===== src/rtl/uart_stat_pkg.sv =====
// Package: shared layout of the status word for the UART status unit.
// Assumes the sticky flags sit in the low bits so a clear mask maps one-to-one.
package uart_stat_pkg;
    localparam int NUM_STICKY = 8;
    localparam int FLAG_W     = 11;
    localparam int IDX_PAR    = 0;
    localparam int IDX_FRM    = 1;
    localparam int IDX_RTSD   = 2;
    localparam int IDX_ESC    = 3;
    localparam int IDX_WAKE   = 4;
    localparam int IDX_TXC    = 5;
    localparam int IDX_BRK    = 6;
    localparam int IDX_ORE    = 7;
    localparam int IDX_RTSS   = 8;
    localparam int IDX_TXRDY  = 9;
    localparam int IDX_RXIDLE = 10;
    // Bits that may raise the interrupt (live RTS level excluded).
    localparam logic [FLAG_W-1:0] IRQ_MASK = ~(FLAG_W'(1) << IDX_RTSS);
endpackage


===== src/rtl/uart_rts_mon.sv =====
// Module: synchronises the RTS pin and produces a change pulse.
// Assumes the pin is asynchronous and idles high (inactive); STAGES >= 2.
module uart_rts_mon #(
    parameter int STAGES = 2
) (
    input  logic clk,
    input  logic rst_n,
    input  logic rts_n,
    input  logic stop_mode,
    output logic rts_active,
    output logic delta_ev
);
    logic [STAGES:0] shreg;
    logic            sync_q;
    logic            prev_q;

    // Shift the pin through the synchroniser plus one history stage.
    always_ff @(posedge clk) begin
        if (!rst_n) shreg <= '1;
        else        shreg <= {shreg[STAGES-1:0], rts_n};
    end

    assign sync_q     = shreg[STAGES-1];
    assign prev_q     = shreg[STAGES];
    assign rts_active = ~sync_q;

    // Any edge in normal mode, only the falling (asserting) edge in stop mode.
    always_comb begin
        if (stop_mode) delta_ev = prev_q & ~sync_q;
        else           delta_ev = prev_q ^ sync_q;
    end
endmodule


===== src/rtl/uart_sticky_bank.sv =====
// Module: bank of write-one-to-clear flags where an event beats a clear.
// Assumes events are single-cycle pulses in the clock domain.
module uart_sticky_bank #(
    parameter int N = 8
) (
    input  logic         clk,
    input  logic         rst_n,
    input  logic [N-1:0] ev,
    input  logic         wr_en,
    input  logic [N-1:0] wr_clr,
    output logic [N-1:0] flags
);
    for (genvar i = 0; i < N; i++) begin : g_flag
        // One flag: set by its event, cleared by a write of 1, else held.
        always_ff @(posedge clk) begin
            if (!rst_n)                      flags[i] <= 1'b0;
            else if (ev[i])                  flags[i] <= 1'b1;
            else if (wr_en && wr_clr[i])     flags[i] <= 1'b0;
        end
    end
endmodule


===== src/rtl/uart_level_flags.sv =====
// Module: transmit-ready and receiver-idle level flags.
// Assumes threshold codes outside TX_MIN..TX_MAX are clamped into range.
module uart_level_flags #(
    parameter int LVL_W  = 6,
    parameter int TX_MIN = 2,
    parameter int TX_MAX = 32
) (
    input  logic             clk,
    input  logic             rst_n,
    input  logic [LVL_W-1:0] tx_level,
    input  logic [LVL_W-1:0] tx_thr,
    input  logic             rx_idle_now,
    input  logic             rx_pin,
    input  logic             rx_char_done,
    output logic             tx_ready,
    output logic             rx_idle
);
    localparam logic [LVL_W-1:0] MIN_V = LVL_W'(TX_MIN);
    localparam logic [LVL_W-1:0] MAX_V = LVL_W'(TX_MAX);
    logic [LVL_W-1:0] thr_eff;

    // Clamp reserved threshold codes onto the nearest legal value.
    always_comb begin
        if (tx_thr < MIN_V)      thr_eff = MIN_V;
        else if (tx_thr > MAX_V) thr_eff = MAX_V;
        else                     thr_eff = tx_thr;
    end

    // Transmit ready tracks level against threshold, one cycle late.
    always_ff @(posedge clk) begin
        if (!rst_n) tx_ready <= 1'b1;
        else        tx_ready <= (tx_level <= thr_eff);
    end

    // Receiver idle: a received character clears it, an idle high line sets it.
    always_ff @(posedge clk) begin
        if (!rst_n)                     rx_idle <= 1'b1;
        else if (rx_char_done)          rx_idle <= 1'b0;
        else if (rx_idle_now && rx_pin) rx_idle <= 1'b1;
    end
endmodule


===== src/rtl/uart_stat_irq.sv =====
// Module: top of the UART status unit; assembles the status word and interrupt.
// Assumes all event inputs are synchronous pulses; only rts_n is asynchronous.
module uart_stat_irq
    import uart_stat_pkg::*;
#(
    parameter int LVL_W       = 6,
    parameter int SYNC_STAGES = 2
) (
    input  logic              clk,
    input  logic              rst_n,
    input  logic              parity_en,
    input  logic              ev_parity,
    input  logic              ev_frame,
    input  logic              ev_escape,
    input  logic              ev_wake,
    input  logic              ev_txdone,
    input  logic              ev_break,
    input  logic              ev_overrun,
    input  logic              rts_n,
    input  logic              stop_mode,
    input  logic              rx_idle_now,
    input  logic              rx_pin,
    input  logic              rx_char_done,
    input  logic [LVL_W-1:0]  tx_level,
    input  logic [LVL_W-1:0]  tx_thr,
    input  logic              wr_en,
    input  logic [NUM_STICKY-1:0] wr_clr,
    input  logic [FLAG_W-1:0] irq_en,
    output logic [FLAG_W-1:0] status,
    output logic              irq,
    output logic              wake
);
    logic [NUM_STICKY-1:0] ev_vec;
    logic [NUM_STICKY-1:0] sticky_q;
    logic rts_active, rts_delta_ev, tx_ready, rx_idle;

    uart_rts_mon #(.STAGES(SYNC_STAGES)) rts_i (
        .clk(clk), .rst_n(rst_n), .rts_n(rts_n), .stop_mode(stop_mode),
        .rts_active(rts_active), .delta_ev(rts_delta_ev)
    );

    // Gather event pulses into status-bit order; parity only counts when enabled.
    always_comb begin
        ev_vec           = '0;
        ev_vec[IDX_PAR]  = ev_parity & parity_en;
        ev_vec[IDX_FRM]  = ev_frame;
        ev_vec[IDX_RTSD] = rts_delta_ev;
        ev_vec[IDX_ESC]  = ev_escape;
        ev_vec[IDX_WAKE] = ev_wake;
        ev_vec[IDX_TXC]  = ev_txdone;
        ev_vec[IDX_BRK]  = ev_break;
        ev_vec[IDX_ORE]  = ev_overrun;
    end

    uart_sticky_bank #(.N(NUM_STICKY)) stick_i (
        .clk(clk), .rst_n(rst_n), .ev(ev_vec), .wr_en(wr_en),
        .wr_clr(wr_clr), .flags(sticky_q)
    );

    uart_level_flags #(.LVL_W(LVL_W)) lvl_i (
        .clk(clk), .rst_n(rst_n), .tx_level(tx_level), .tx_thr(tx_thr),
        .rx_idle_now(rx_idle_now), .rx_pin(rx_pin), .rx_char_done(rx_char_done),
        .tx_ready(tx_ready), .rx_idle(rx_idle)
    );

    // Status word: sticky bits with parity masked, then the level flags.
    always_comb begin
        status                     = '0;
        status[NUM_STICKY-1:0]     = sticky_q;
        status[IDX_PAR]            = sticky_q[IDX_PAR] & parity_en;
        status[IDX_RTSS]           = rts_active;
        status[IDX_TXRDY]          = tx_ready;
        status[IDX_RXIDLE]         = rx_idle;
    end

    // Combined interrupt and stop-mode wake request.
    assign irq  = |(status & irq_en & IRQ_MASK);
    assign wake = stop_mode & sticky_q[IDX_RTSD];
endmodule


===== config.mk =====
export PLATFORM = sky130hd
export DESIGN_NAME = uart_stat_irq
export DESIGN_NICKNAME = d
export VERILOG_FILES = /design/src/rtl/uart_stat_pkg.sv /design/src/rtl/uart_rts_mon.sv /design/src/rtl/uart_sticky_bank.sv /design/src/rtl/uart_level_flags.sv /design/src/rtl/uart_stat_irq.sv
export SDC_FILE = /design/constraint.sdc
export NUM_CORES = 1
export LEC_CHECK = 0
export BUFFER_PORTS_ARGS = -buffer_cell sky130_fd_sc_hd__buf_2
export CORE_MARGIN = 2
export CORE_UTILIZATION = 41
export DETAILED_ROUTE_END_ITERATION = 8
export PLACE_DENSITY = 0.91
export SETUP_SLACK_MARGIN = 0.2
export SLEW_MARGIN = 20
export SYNTH_ARGS = -nofsm -noshare
export SYNTH_HDL_FRONTEND = slang
export SYNTH_SLANG_ARGS = --single-unit

===== constraint.sdc =====
create_clock -name clk -period 3.1 [get_ports clk]
set_clock_uncertainty 0.05 [all_clocks]
set_input_delay 0.62 -clock clk [delete_from_list [all_inputs] [get_ports clk]]
set_output_delay 0.62 -clock clk [all_outputs]
set_load 0.02 [all_outputs]

==> implementation parameters, run 1 <==
Parameter                              Value

Run status
  Run status    completed

Power
  Total power per unit cell area    379 mW/mm^2
  Clock group share of total power    26.2%
  Switching Power    0.000105 W
  Power share of the sequential group    48.1%
  Peak supply drop    0.000207 V
  Internal power    0.000278 W
  Power, Total    0.000383 W
  Net Sw Frac    27.5%
  Leakage power of the design    0.541 nW
  Combinational fraction of design power    25.7%

Logic synthesis
  Synthesized-area fraction occupied by ao, oa, aoi and oai cells    17.7%
  Number of register bits inferred by synthesis    13
  Warnings, synthesis    0
  Top-area cell type share of the netlist area    34.8%
  Average size of a mapped cell    8.50 um^2
  Top post-synthesis cells by area    sky130_fd_sc_hd__dfxtp_1 (35%), sky130_fd_sc_hd__ha_1 (12%), sky130_fd_sc_hd__buf_4 (11%)
  Post-synthesis instance area    748 um^2
  Multiplexer area fraction after synthesis    0%
  Adder and majority cell fraction of the synthesized area    11.7%
  Count of unique library cells instantiated by Yosys    24
  Number of nets in the synthesized netlist    142
  Synth area leader    sky130_fd_sc_hd__dfxtp_1
  Sequential-to-total area share from yosys stat    34.8%
  Xor-xnor portion of the synthesized cell area    0%
  Simple logic cell fraction of the synthesized area    22.7%
  Synthesized netlist cell count    88
  Dominant combinational cell family by area after synthesis    simple AND/OR/NAND/NOR gates

Clock network
  Total number of clock tree sinks    13
  Cts-stage hold buffer count    0
  CTS max path bufs    2
  Setup bufs post-CTS    0
  Number of gates resized after cts    0
  CTS Root Cell    sky130_fd_sc_hd__clkbuf_4
  Insertion delay to the later sink of the worst-skew pair    0.27 ns
  H-tree depth    1
  Clock-pin slew reported for the worst setup and hold paths after clock tree synthesis    0.08 ns
  Number of clock buffers inserted by TritonCTS    3
  CTS tree    yes

Floorplanning
  Initial core utilization    43.3%
  Placeable Area    0.00173 mm^2
  Row count    15
  DIE WIDTH    46.7 um
  Die Height    46.7 um
  I/O pin count    60
  Die area    0.00218 mm^2

Routing
  Final routed DRC violation total    0
  Number of routed nets with antenna violations    0
  Routed wire length    1680 um
  Vias    777
  Violation count after the first detailed-route iteration    7
  Drt pass-1 iters    6
  Routed wire length per instance    10.3 um
  Per-cell via count in the routed design    4.77

Critical path
  Cell type group with the largest total delay on the critical path    compound AO/OA/AOI/OAI gates
  Count of buffer and inverter cells on the critical path    2
  Slowest cell delay on critical path    0.23 ns
  Worst Setup End Kind    output pin
  Arrival time at the worst endpoint    1.47 ns
  Critical path start-end classification    in2out
  Cell repeated most along the worst path    sky130_fd_sc_hd__buf_2
  Critical path required time    2.43 ns
  Crit path launch type    input port
  Cell-by-cell listing of the critical path    buf_2, a22o_1, a221oi_1, nand3_1, buf_2
  CP max FO    1
  Cell with the biggest individual delay on the critical path    sky130_fd_sc_hd__a221oi_1

Placed design
  Post-Place Cells    159
  Worst slack, placed    0.933 ns
  Weighted congestion reported at the end of routability-driven placement    0.655
  Buffers added on ports    58

Finish
  Most frequent cells in the layout    sky130_fd_sc_hd__buf_2 (58), sky130_fd_sc_hd__nand2_1 (13), sky130_fd_sc_hd__dfxtp_1 (13)
  Post-layout nets    193
  Most common cell after layout, fill and taps aside    sky130_fd_sc_hd__buf_2
  Area Growth Syn to Fin    34.9%
  Number of diodes added for antenna fixing    0
  Layout Cells excl Fill    163
  Fraction of final layout cells sized beyond drive strength 1    44.9%
  Final Util    58.5%

Timing
  Slew @ Worst Pin    0.317 ns
  TNS Setup    0 ns
  Unrepaired setup endpoints after global routing    false
  Period utilisation layout    68.9%
  Post-layout worst setup margin    0.965 ns
  Final-report setup violation count    0
  Top achievable clock speed    468 MHz
  Final Max Slew Viols    0
  Normalized max-slew margin    78.9%
  Clock period minus final worst setup slack    2.14 ns
  Number of hold violations in the final report    0

Global routing
  Largest net degree at the start of global routing    14
  Wire length of the first global-routing pass    2470 um
  Combined global-route utilization of all metal layers    16.0%
  Global route total overflow    0
  Number of antenna violations at the first check in global routing    0
  Number of global-route vias before repair    648

Job
  Total of max-cap violations    0

Min path
  Hold Path Class    reg2reg
[worst register-to-register path, stage by stage (launching register included)]
cell	delay, ns
sky130_fd_sc_hd__dfxtp_1	0.31
sky130_fd_sc_hd__inv_1	0.06
sky130_fd_sc_hd__ha_1	0.28
sky130_fd_sc_hd__nor2_1	0.04
sky130_fd_sc_hd__a221oi_1	0.22
sky130_fd_sc_hd__nor2b_1	0.07
[layout make-up]
cell class	count	area [um^2]
sequential	13	260
inverter	3	11.3
fill	168	717
multi-input combinational	60	390
tap	25	31.3
timing repair buffer	58	290
clock buffer	4	26.3
[cell families (layout without fill, tap and decap cells)]
logic type | count (synthesis) | count (layout)
flip-flops | 13 | 13
adder cells (fa/ha/maj) | 7 | 7
AND/OR/NAND/NOR | 33 | 33
buffers and inverters | 15 | 65
AO/OA/AOI/OAI | 20 | 20
[through the flow]
stage	hold WS [ns]	cell area (um^2)
after CTS	0.382	1010
after global routing	0.406	1010
after global placement	0.340	983
final	0.375	1010
after floorplan	0.336	748
after detailed placement	0.363	983
[Yosys cell counts, drive strengths merged]
cell    instances
nand4           1
buf            11
inv             3
a222oi          2
nand2b          3
clkbuf          1
a21oi           8
and2b           1
o21bai          1
o21ai           3
ha              7
a22oi           1
nand3           2
a21o            1
dfxtp          13
and3            1
nand2          13
nor2b           8
a22o            1
nor2            1
nor3            1
a31o            1
and2            2
a221oi          2
[power by group through the flow]
stage | combinational [W] | sequential, W | clock (W)
after CTS | 0.000100 | 0.000184 | 0.000107
after global placement | 0.0000960 | 0.000188 | 0
after floorplan | 0.0000661 | 0.000187 | 0
after global routing | 0.000111 | 0.000186 | 0.000114
after detailed placement | 0.0000995 | 0.000188 | 0
final | 0.0000986 | 0.000184 | 0.000100
[per-layer routing]
metal	part of all wire [%]	track usage, %
met5	0	0
met4	0.83	8.33
met3	14	4.71
met2	48	29.4
met1	37	16.3
[final timing paths]
check	start	endpoint	slack, ns	cells past startpoint
min	rts_i.shreg[0]	rts_i.shreg[1]	0.37	1
max	irq_en[3]	irq	0.96	5
min reg2reg	rts_i.shreg[0]	rts_i.shreg[1]	0.37	1
max reg2reg	rts_i.shreg[1]	stick_i.flags[2]	1.97	5
[state kept, by name, indices dropped and copies added, names as in the netlist]
register	count
lvl_i.tx_ready	1
stick_i.flags	8
lvl_i.rx_idle	1
rts_i.shreg	3
(Power assumes the default switching activity.)
==> run 2: changes to the inputs <==
CORE_ASPECT_RATIO = 1.5   (was not set)
CORE_UTILIZATION = 38   (was 41)
PLACE_DENSITY = 0.85   (was 0.91)
clock period = 2.2 ns   (was 3.1 ns; I/O delays follow)
==> implementation parameters, run 2 (same netlist as run 1, synthesis figures left out) <==
Parameter                              Value

Run status
  Run status    completed

Finish
  Post-layout nets    193
  Number of diodes added for antenna fixing    0
  Biggest regs    stick_i.flags x8, rts_i.shreg x3
  Layout filler cell count    193
  Max FFs per register    8
  Most common cell after layout, fill and taps aside    sky130_fd_sc_hd__buf_2
  Most flop-heavy register    stick_i.flags
  Fraction of final layout cells sized beyond drive strength 1    44.9%
  Area Growth Syn to Fin    34.3%
  Most frequent cells in the layout    sky130_fd_sc_hd__buf_2 (58), sky130_fd_sc_hd__nand2_1 (13), sky130_fd_sc_hd__dfxtp_1 (13)
  Register cell area after layout    260 um^2
  Area of combinational cells with multiple inputs    390 um^2

Critical path
  Count of buffer and inverter cells on the critical path    1
  Critical path required time    1.71 ns
  Crit path launch type    flip-flop
  CP max FO    3
  Cell-by-cell listing of the critical path    a22o_1, a221oi_1, nand3_1, buf_2
  Critical path start-end classification    reg2out
  Arrival time at the worst endpoint    1.35 ns
  Worst Setup End Kind    output pin
  Slowest cell delay on critical path    0.33 ns
  Cell with the biggest individual delay on the critical path    sky130_fd_sc_hd__dfxtp_1
  Cell type group with the largest total delay on the critical path    compound AO/OA/AOI/OAI gates

Timing
  Top achievable clock speed    544 MHz
  Normalized max-slew margin    73.9%
  Slew @ Worst Pin    0.391 ns
  Unrepaired setup endpoints after global routing    false
  Number of hold violations in the final report    0
  TNS Setup    0 ns
  Clock period minus final worst setup slack    1.84 ns
  Period utilisation layout    83.5%
  Hold slack    0.302 ns
  Final-report setup violation count    0
  Final Max Slew Viols    0

Placed design
  Post-detailed-placement half-perimeter wirelength    1620 um
  Buffers added on ports    58
  Weighted congestion reported at the end of routability-driven placement    0.676

Clock network
  Cts-stage hold buffer count    0
  CTS tree    yes
  Insertion delay to the later sink of the worst-skew pair    0.26 ns
  Total number of clock tree sinks    13
  CTS max path bufs    2
  Number of gates resized after cts    0
  Setup bufs post-CTS    0
  CTS Root Cell    sky130_fd_sc_hd__clkbuf_4
  Number of clock buffers inserted by TritonCTS    3
  Clock-pin slew reported for the worst setup and hold paths after clock tree synthesis    0.08 ns
  H-tree depth    1

Floorplanning
  Initial core utilization    40.4%
  Row count    19
  DIE WIDTH    40.2 um
  I/O pin count    60
  Die area    0.00235 mm^2
  Die Height    58.3 um
  Placeable Area    0.00185 mm^2

Routing
  Routed wire length per instance    11.6 um
  Routed wire length    1840 um
  Final routed DRC violation total    0
  Violation count after the first detailed-route iteration    14
  Drt pass-1 iters    4
  Vias    801
  Per-cell via count in the routed design    5.04
  Number of routed nets with antenna violations    0

Power
  Clock group share of total power    26.3%
  Internal power    0.000391 W
  Combinational fraction of design power    25.8%
  Power share of the sequential group    47.9%
  Peak supply drop    0.000253 V
  Total power per unit cell area    543 mW/mm^2
  Net Sw Frac    28.2%
  Switching Power    0.000154 W
  Leakage power of the design    0.541 nW

Min path
  Hold Path Class    in2reg

Job
  Total of max-cap violations    0

Global routing
  Wire length of the first global-routing pass    2950 um
  Largest net degree at the start of global routing    14
  Global route total overflow    0
  Number of global-route vias before repair    740
  Combined global-route utilization of all metal layers    17.9%
  Number of antenna violations at the first check in global routing    0
## run 2: cell counts in the layout (fill, tap and decap cells not counted)
No cell type changed its count.
## run 2: cell type report
class	instances	area share (%)
Multi-Input combinational cell	60	38.9
Timing Repair Buffer	58	28.9
Sequential cell	13	25.9
Clock buffer	4	2.62
Tap cell	21	2.62
Inverter	3	1.12
## run 2: per-stage QoR
| stage | std cells | worst slack (ns) | total power (W) | util [%] | instance area [um^2] |
|---|---|---|---|---|---|
| after floorplan | 88 | 0.563 | 0.000357 | - | 748 |
| after global placement | 155 | 0.355 | 0.000401 | 52.8 | 978 |
| after detailed placement | 155 | 0.265 | 0.000409 | 52.8 | 978 |
| after CTS | 159 | 0.320 | 0.000559 | 54.2 | 1000 |
| after global routing | 159 | 0.274 | 0.000586 | 54.2 | 1000 |
| final | 159 | 0.363 | 0.000545 | 54.2 | 1000 |
## run 2: worst paths after layout
check                          end  depth (start not counted)  slack (ns)             start
hold reg to reg     rts_i.shreg[1]                          1        0.36    rts_i.shreg[0]
hold / removal      rts_i.shreg[0]                          2        0.30             rts_n
setup reg to reg  stick_i.flags[2]                          5        1.09    rts_i.shreg[1]
setup / recovery               irq                          4        0.36  stick_i.flags[3]
## run 2: routing by layer
metal  part of all wire [%]  vias up  global-route usage (%)
li1                       -      398                       -
met1                     36      352                    18.8
met2                     53       45                    31.6
met3                    8.4        6                    3.40
met4                    2.8        0                    9.52
met5                      0        -                       0
## run 2: power groups by stage
stage	sequential [W]	clock, W	combinational, W
finish	0.000261	0.000144	0.000141
detailed placement	0.000267	0	0.000142
CTS	0.000261	0.000155	0.000143
global route	0.000263	0.000163	0.000159
global placement	0.000265	0	0.000136
floorplan	0.000264	0	0.0000932
